--- config.mk ---
export PLATFORM = sky130hd
export DESIGN_NAME = mac_csr
export DESIGN_NICKNAME = d
export VERILOG_FILES = /design/src/rtl/mac_csr_pkg.sv /design/src/rtl/mac_csr_field.sv /design/src/rtl/mac_csr_decode.sv /design/src/rtl/mac_csr.sv
export SDC_FILE = /design/constraint.sdc
export NUM_CORES = 1
export LEC_CHECK = 0
export ABC_AREA = 1
export BUFFER_PORTS_ARGS = -buffer_cell sky130_fd_sc_hd__buf_2
export CAP_MARGIN = 10
export CORE_AREA = 2 2 227 229
export DETAILED_ROUTE_END_ITERATION = 10
export DIE_AREA = 0 0 229 231
export GPL_TIMING_DRIVEN = 0
export PLACE_DENSITY = 0.7
export SLEW_MARGIN = 10
export SYNTH_ARGS = -nofsm -noshare
export SYNTH_HDL_FRONTEND = slang
export SYNTH_SLANG_ARGS = --single-unit
--- constraint.sdc ---
create_clock -name clk -period 5 [get_ports clk]
set_input_delay 0.25 -clock clk [delete_from_list [all_inputs] [get_ports clk]]
set_output_delay 0.25 -clock clk [all_outputs]
set_load 0.05 [all_outputs]
--- src/rtl/mac_csr_pkg.sv ---
package mac_csr_pkg;

  localparam int DW   = 32;
  localparam int NREG = 17;

  localparam int IX_MODE       = 0;
  localparam int IX_ADDR_LO    = 1;
  localparam int IX_ADDR_HI    = 2;
  localparam int IX_HASH_LO    = 3;
  localparam int IX_HASH_HI    = 4;
  localparam int IX_VLAN_A     = 5;
  localparam int IX_VLAN_B     = 6;
  localparam int IX_WAKE       = 7;
  localparam int IX_SYS_CTL    = 8;
  localparam int IX_SYS_STAT   = 9;
  localparam int IX_RX_STAT    = 10;
  localparam int IX_RX_STKY    = 11;
  localparam int IX_TX_STAT    = 12;
  localparam int IX_TX_STKY    = 13;
  localparam int IX_CNT_CTL    = 14;
  localparam int IX_CNT_RX_IRQ = 15;
  localparam int IX_CNT_TX_IRQ = 16;

  localparam int MODE_RX_EN = 0;
  localparam int MODE_TX_EN = 16;
  localparam int RX_DONE    = 12;
  localparam int TX_DONE    = 1;

  localparam logic [DW-1:0] WAKE_W1C = 32'h0000_0F20;
  localparam logic [DW-1:0] SYS_W1C  = 32'h0000_00E1;

  typedef enum logic [2:0] {
    K_PLAIN,
    K_W1C_KEEP,
    K_W1C,
    K_LIVE,
    K_CNT
  } kind_e;

  function automatic kind_e reg_kind(int idx);
    case (idx)
      IX_WAKE:                    return K_W1C_KEEP;
      IX_SYS_STAT, IX_RX_STKY,
      IX_TX_STKY, IX_CNT_RX_IRQ,
      IX_CNT_TX_IRQ:              return K_W1C;
      IX_RX_STAT, IX_TX_STAT:     return K_LIVE;
      IX_CNT_CTL:                 return K_CNT;
      default:                    return K_PLAIN;
    endcase
  endfunction

  function automatic logic [DW-1:0] reg_rst(int idx);
    case (idx)
      IX_ADDR_LO:                        return 32'hFFFF_FFFF;
      IX_ADDR_HI, IX_VLAN_A, IX_VLAN_B:  return 32'h0000_FFFF;
      IX_SYS_CTL:                        return 32'h0000_3F00;
      IX_CNT_CTL:                        return 32'h0000_000A;
      default:                           return '0;
    endcase
  endfunction

  function automatic logic [DW-1:0] reg_mask(int idx);
    case (idx)
      IX_WAKE:     return WAKE_W1C;
      IX_SYS_STAT: return SYS_W1C;
      default:     return '1;
    endcase
  endfunction

endpackage

--- src/rtl/mac_csr_field.sv ---
module mac_csr_field #(
  parameter int              DW       = 32,
  parameter logic [DW-1:0]   CLR_MASK = '1,
  parameter bit              KEEP_WR  = 1'b0,
  parameter logic [DW-1:0]   RST_VAL  = '0
) (
  input  logic          clk,
  input  logic          rst,
  input  logic          wr_en,
  input  logic [DW-1:0] wdata,
  input  logic [DW-1:0] set_bits,
  input  logic [DW-1:0] clr_bits,
  output logic [DW-1:0] q
);

  logic [DW-1:0] sw_clr;
  logic [DW-1:0] other_n;
  logic [DW-1:0] q_n;

  assign sw_clr = wr_en ? (wdata & CLR_MASK) : '0;

  // Bits outside the clear mask: stored on write, or frozen.
  if (KEEP_WR) begin : g_keep
    assign other_n = wr_en ? (wdata & ~CLR_MASK) : (q & ~CLR_MASK);
  end else begin : g_frozen
    assign other_n = q & ~CLR_MASK;
  end

  // Hardware set is applied last so it wins over any clear.
  assign q_n = other_n | (q & CLR_MASK & ~sw_clr & ~clr_bits) | set_bits;

  always_ff @(posedge clk) begin
    if (rst) q <= RST_VAL;
    else     q <= q_n;
  end

  assert_set_wins_R9: assert property (@(posedge clk) disable iff (rst)
    (set_bits != '0) |=> ((q & $past(set_bits)) == $past(set_bits)));

  assert_quiet_hold_R10: assert property (@(posedge clk) disable iff (rst)
    (!wr_en && set_bits == '0 && clr_bits == '0) |=> $stable(q));

endmodule

--- src/rtl/mac_csr_decode.sv ---
module mac_csr_decode #(
  parameter int ADDR_W = 5,
  parameter int NREG   = 17,
  parameter int DW     = 32
) (
  input  logic                     clk,
  input  logic                     rst,
  input  logic                     wr,
  input  logic                     rd,
  input  logic [ADDR_W-1:0]        addr,
  input  logic [DW/8-1:0]          be,
  input  logic [NREG-1:0][DW-1:0]  regs,
  output logic [NREG-1:0]          wsel,
  output logic [DW-1:0]            rd_val,
  output logic                     err
);

  logic [NREG-1:0] hit_vec;
  logic            hit;
  logic            full;

  always_comb begin
    hit_vec = '0;
    rd_val  = '0;
    for (int i = 0; i < NREG; i++) begin
      if (addr == ADDR_W'(i)) begin
        hit_vec[i] = 1'b1;
        rd_val     = regs[i];
      end
    end
  end

  assign hit  = |hit_vec;
  assign full = &be;
  assign err  = (wr || rd) && !(hit && full);
  assign wsel = (wr && full) ? hit_vec : '0;

  assert_onehot_wsel_R11: assert property (@(posedge clk) disable iff (rst)
    $onehot0(wsel));

  assert_err_blocks_write_R11: assert property (@(posedge clk) disable iff (rst)
    err |-> (wsel == '0));

endmodule

--- src/rtl/mac_csr.sv ---
module mac_csr
  import mac_csr_pkg::*;
#(
  parameter int ADDR_W = 5
) (
  input  logic              clk,
  input  logic              rst,
  input  logic              bus_wr,
  input  logic              bus_rd,
  input  logic [ADDR_W-1:0] bus_addr,
  input  logic [3:0]        bus_be,
  input  logic [31:0]       bus_wdata,
  output logic [31:0]       bus_rdata,
  output logic              bus_err,
  input  logic [31:0]       rx_set,
  input  logic [31:0]       tx_set,
  input  logic [31:0]       sys_set,
  input  logic [31:0]       wake_set,
  input  logic [31:0]       cnt_rx_irq_set,
  input  logic [31:0]       cnt_tx_irq_set,
  output logic [31:0]       mode_o,
  output logic [31:0]       addr_lo_o,
  output logic [31:0]       addr_hi_o,
  output logic [31:0]       hash_lo_o,
  output logic [31:0]       hash_hi_o,
  output logic [31:0]       vlan_a_o,
  output logic [31:0]       vlan_b_o,
  output logic [31:0]       sys_ctl_o,
  output logic [31:0]       wake_ctl_o,
  output logic [31:0]       cnt_ctl_o,
  output logic              cnt_clear_o
);

  localparam int BE_W = DW / 8;

  logic [NREG-1:0][DW-1:0] regq;
  logic [NREG-1:0]         wsel;
  logic [DW-1:0]           rd_val;
  logic                    dec_err;
  logic                    rx_rise;
  logic                    tx_rise;
  logic [DW-1:0]           rx_edge_clr;
  logic [DW-1:0]           tx_edge_clr;
  logic                    cnt_clear_q;

  mac_csr_decode #(
    .ADDR_W (ADDR_W),
    .NREG   (NREG),
    .DW     (DW)
  ) u_dec (
    .clk    (clk),
    .rst    (rst),
    .wr     (bus_wr),
    .rd     (bus_rd),
    .addr   (bus_addr),
    .be     (bus_be[BE_W-1:0]),
    .regs   (regq),
    .wsel   (wsel),
    .rd_val (rd_val),
    .err    (dec_err)
  );

  // Enable edges seen by an accepted write to the mode word.
  assign rx_rise = wsel[IX_MODE] && bus_wdata[MODE_RX_EN] && !regq[IX_MODE][MODE_RX_EN];
  assign tx_rise = wsel[IX_MODE] && bus_wdata[MODE_TX_EN] && !regq[IX_MODE][MODE_TX_EN];
  assign rx_edge_clr = rx_rise ? (DW'(1) << RX_DONE) : '0;
  assign tx_edge_clr = tx_rise ? (DW'(1) << TX_DONE) : '0;

  for (genvar i = 0; i < NREG; i++) begin : g_reg
    localparam kind_e K = reg_kind(i);
    if (K == K_PLAIN) begin : g_plain
      always_ff @(posedge clk) begin
        if (rst)          regq[i] <= reg_rst(i);
        else if (wsel[i]) regq[i] <= bus_wdata;
      end
    end else if (K == K_CNT) begin : g_cnt
      always_ff @(posedge clk) begin
        if (rst) begin
          regq[i]     <= reg_rst(i);
          cnt_clear_q <= 1'b0;
        end else begin
          cnt_clear_q <= wsel[i] && bus_wdata[0];
          if (wsel[i]) regq[i] <= {bus_wdata[DW-1:1], 1'b0};
        end
      end
    end else begin : g_fld
      logic [DW-1:0] s_i;
      logic [DW-1:0] c_i;
      always_comb begin
        case (i)
          IX_RX_STAT, IX_RX_STKY: s_i = rx_set;
          IX_TX_STAT, IX_TX_STKY: s_i = tx_set;
          IX_SYS_STAT:            s_i = sys_set;
          IX_WAKE:                s_i = wake_set & WAKE_W1C;
          IX_CNT_RX_IRQ:          s_i = cnt_rx_irq_set;
          IX_CNT_TX_IRQ:          s_i = cnt_tx_irq_set;
          default:                s_i = '0;
        endcase
        case (i)
          IX_RX_STAT: c_i = rx_edge_clr;
          IX_TX_STAT: c_i = tx_edge_clr;
          default:    c_i = '0;
        endcase
      end
      mac_csr_field #(
        .DW       (DW),
        .CLR_MASK (reg_mask(i)),
        .KEEP_WR  (K == K_W1C_KEEP),
        .RST_VAL  (reg_rst(i))
      ) u_fld (
        .clk      (clk),
        .rst      (rst),
        .wr_en    (wsel[i] && (K != K_LIVE)),
        .wdata    (bus_wdata),
        .set_bits (s_i),
        .clr_bits (c_i),
        .q        (regq[i])
      );
    end
  end

  always_ff @(posedge clk) begin
    if (rst) begin
      bus_rdata <= '0;
      bus_err   <= 1'b0;
    end else begin
      bus_err <= dec_err;
      if (dec_err)     bus_rdata <= '0;
      else if (bus_rd) bus_rdata <= rd_val;
    end
  end

  assign mode_o      = regq[IX_MODE];
  assign addr_lo_o   = regq[IX_ADDR_LO];
  assign addr_hi_o   = regq[IX_ADDR_HI];
  assign hash_lo_o   = regq[IX_HASH_LO];
  assign hash_hi_o   = regq[IX_HASH_HI];
  assign vlan_a_o    = regq[IX_VLAN_A];
  assign vlan_b_o    = regq[IX_VLAN_B];
  assign sys_ctl_o   = regq[IX_SYS_CTL];
  assign wake_ctl_o  = regq[IX_WAKE];
  assign cnt_ctl_o   = regq[IX_CNT_CTL];
  assign cnt_clear_o = cnt_clear_q;

  assert_rx_edge_clears_R3: assert property (@(posedge clk) disable iff (rst)
    (bus_wr && bus_addr == ADDR_W'(IX_MODE) && (&bus_be) && bus_wdata[MODE_RX_EN]
     && !mode_o[MODE_RX_EN] && !rx_set[RX_DONE]) |=> !regq[IX_RX_STAT][RX_DONE]);

  assert_tx_edge_clears_R3: assert property (@(posedge clk) disable iff (rst)
    (bus_wr && bus_addr == ADDR_W'(IX_MODE) && (&bus_be) && bus_wdata[MODE_TX_EN]
     && !mode_o[MODE_TX_EN] && !tx_set[TX_DONE]) |=> !regq[IX_TX_STAT][TX_DONE]);

  assert_live_ignores_write_R7: assert property (@(posedge clk) disable iff (rst)
    (bus_wr && bus_addr == ADDR_W'(IX_RX_STAT) && rx_set == '0) |=> $stable(regq[IX_RX_STAT]));

  assert_cnt_bit0_low_R8: assert property (@(posedge clk) disable iff (rst)
    !cnt_ctl_o[0]);

  assert_cnt_pulse_single_R8: assert property (@(posedge clk) disable iff (rst)
    cnt_clear_o |=> !cnt_clear_o || $past(bus_wr && bus_wdata[0]));

endmodule

==> qor.yml <==
status:
  status: "finished clean"
global_routing:
  grt_pass1_vias: 24200
  grt_max_degree: 16
  grt_util_all_layers_pct: 38.3
  grt_overflow: 0
  grt_pass1_wl_mm: 152
  grt_antenna_before_repair: 8
placed_design:
  place_inst: 4318
  port_buffers: 560
  dp_hpwl_mm: 81.2
  finalWeightedCongestion: 0.966
pwr:
  power_density_nw_per_um2: 336
  finalPower_mw: 10.1
  cellLeakagePower_nw: 14.0
  ir_drop_uv: 263
yosys:
  synth_nets: 3315
  synth_ff_type: "dfxtp_1"
  yosysWarnings: 0
  yosysUniqueCellTypes: 29
  syn-cell-area_um2: 22900
  synth.ff_latch_count: 577
  avgSynthCellArea_um2: 7.45
  syn_inst: 3078
  async_flop_share_pct: 0
  synth_edf_count: 0
  synth-seq-area-share_pct: 50.4
final_layout:
  nets: 4107
  final_util_pct: 59.7
  n_fill_cell: 4846
  fin_cells: 4600
  layout_common_cells: "590 x buf_2, 577 x dfxtp_1, 533 x nand2_1"
  areaGrowthSynthToFinish_pct: 31.8
  final_common_cell: "buf_2"
  drive_gt1_share_pct: 18.7
floorplanning:
  fp-row-count: 83
  die_w_um: 229
  coreArea_um2: 50700
  start_util_pct: 45.3
  die_area_um2: 52900
  io_pins: 591
  die_h_um: 231
clock_network:
  cts_resized: 0
  clkSinkCount: 577
  cts_setup_buffers: 0
  cts_buffer_depth: 3
  cts_made_buffers: 60
  cts_tree: "done"
  clkTransAtPathRegs_ns: 0.06
  cts_hold_buf: 170
  clock_latency_ns: 0.64
  cts_root_buffer: "clkbuf_16"
  htreeDepth: 2
sta:
  finalHoldViolCount: 0
  fmax_ghz: 0.414
  final.min_clock_period_ns: 2.42
  timing.final.crit_share_pct: 48.3
  slew-limit-headroom_pct: 36.5
  hold_slack_ns: 0.0202
  tightest_slew_ns: 0.949
  slew_viol_final: 0
  setup_tns_ns: 0
  clock-skew-final_ns: 0.0199
  rsz0062_at_grt: "no"
  setup-violations-final: 0
detailed_routing:
  viasPerCell: 5.66
  routed_wirelength_mm: 106
  dr.pass1.iters: 5
  drtIter0Drc: 3069
  drc: 0
  routedWlPerCell_um: 23.0
  postRouteAntennaNets: 0
  vias: 26000
setup_path:
  cp-end-kind: "register"
  required_ns: 5.55
  crit_chain: "dlygate4sd3_1 > buf_2 > nand2_1 > inv_2 > nand2_1 > inv_2 > clkbuf_1 > o21ai_1 > a21oi_1"
  critPathTopFamily: "buffers and inverters"
  cp_slowest_stage_delay_ns: 0.58
  reg2reg_slack_ns: 3.04
  cp_data_arrival_time_ns: 2.97
  slowest_stage: "clkbuf_1"
  critical_path_class: "input pin to register"
  start_kind: "input pin"
  worst-path-max-fanout: 10
  critPathBufInv: 5
run:
  max-cap-violations: 0
min_path:
  hold_class: "input pin to register"
routing by layer:
layer  up-vias  part of all wire, %  GRT usage [%]
met5         -                0.052              0
met4         8                  5.3           18.6
met3       334                   10           8.14
met2      1544                   44           59.6
met1     12300                   40           50.5
li1      11900                    -              -
kinds of logic after synthesis:
group | count (synthesis) | synth area share, %
simple gates | 1046 | 18.9
compound gates | 949 | 22.1
flops | 577 | 50.4
buf+inv | 505 | 8.56
other cells | 1 | 0.0164
final cells by class:
class                           instances  area, µm²  area share (%)
Inverter                              276       1040            3.43
Antenna cell                            4       10.0          0.0331
Clock inverter                         17        148           0.488
Timing Repair Buffer                  730       4500            14.9
Tap cell                              680        851            2.81
Sequential cell                       577      11600            38.2
Buffer                                229        927            3.07
Clock buffer                           91       1790            5.92
Multi-Input combinational cell       1996       9420            31.2
flip-flops by register name, summed over array words and instances, names as in the netlist:
register and cells:
vlan_a_o 32, bus_rdata 32, mode_o 32, bus_err 1, g.g_fld.u_fld.q 256, cnt_ctl_o 31, addr_lo_o 32, sys_ctl_o 32
hash_hi_o 32, vlan_b_o 32, addr_hi_o 32, cnt_clear_o 1, hash_lo_o 32
tightest hold or removal path, cell delays in order:
cell and delay (ns):
buf_2 0.15, o21ai_0 0.16, a21oi_1 0.05
through the flow:
step / instance area (µm²) / setup slack [ns]
floorplan: 22900 / 3.18
global route: 30200 / 2.48
finish: 30200 / 2.58
detailed placement: 26600 / 2.16
CTS: 30200 / 2.67
global placement: 26600 / 2.15
final timing paths:
check / startpoint / end / cells after the start
worst min register to register: g_reg[10].g_fld.u_fld.q[25]$_SDFF_PP0_ / g_reg[10].g_fld.u_fld.q[25]$_SDFF_PP0_ / 2
worst max-delay path: bus_wr / sys_ctl_o[28]$_SDFFE_PP0P_ / 9
worst min-delay path: bus_wdata[14] / sys_ctl_o[14]$_SDFFE_PP0P_ / 3
worst max register to register: mode_o[16]$_SDFFE_PP0P_ / bus_rdata[16]$_SDFFE_PP0P_ / 10
where the power goes:
part	internal, mW	switching, mW	leakage (nW)
clock	2.55	1.94	0.958
sequential	4.74	0.0698	4.73
combinational	0.299	0.551	8.29
synthesized netlist by cell type (18+ instances only):
master / instances / area, µm²
inv_2: 18 / 67.6
dfxtp_1: 577 / 11600
nand3_1: 46 / 230
o21ai_1: 68 / 340
nand4_1: 94 / 588
o211ai_1: 95 / 713
nand2_1: 533 / 2000
o21ai_0: 309 / 1550
inv_1: 257 / 965
clkbuf_1: 188 / 706
buf_2: 30 / 150
nor2_1: 335 / 1260
a21oi_1: 451 / 2260
a221oi_1: 22 / 193
Note: power is estimated with default switching activity, not from simulation.
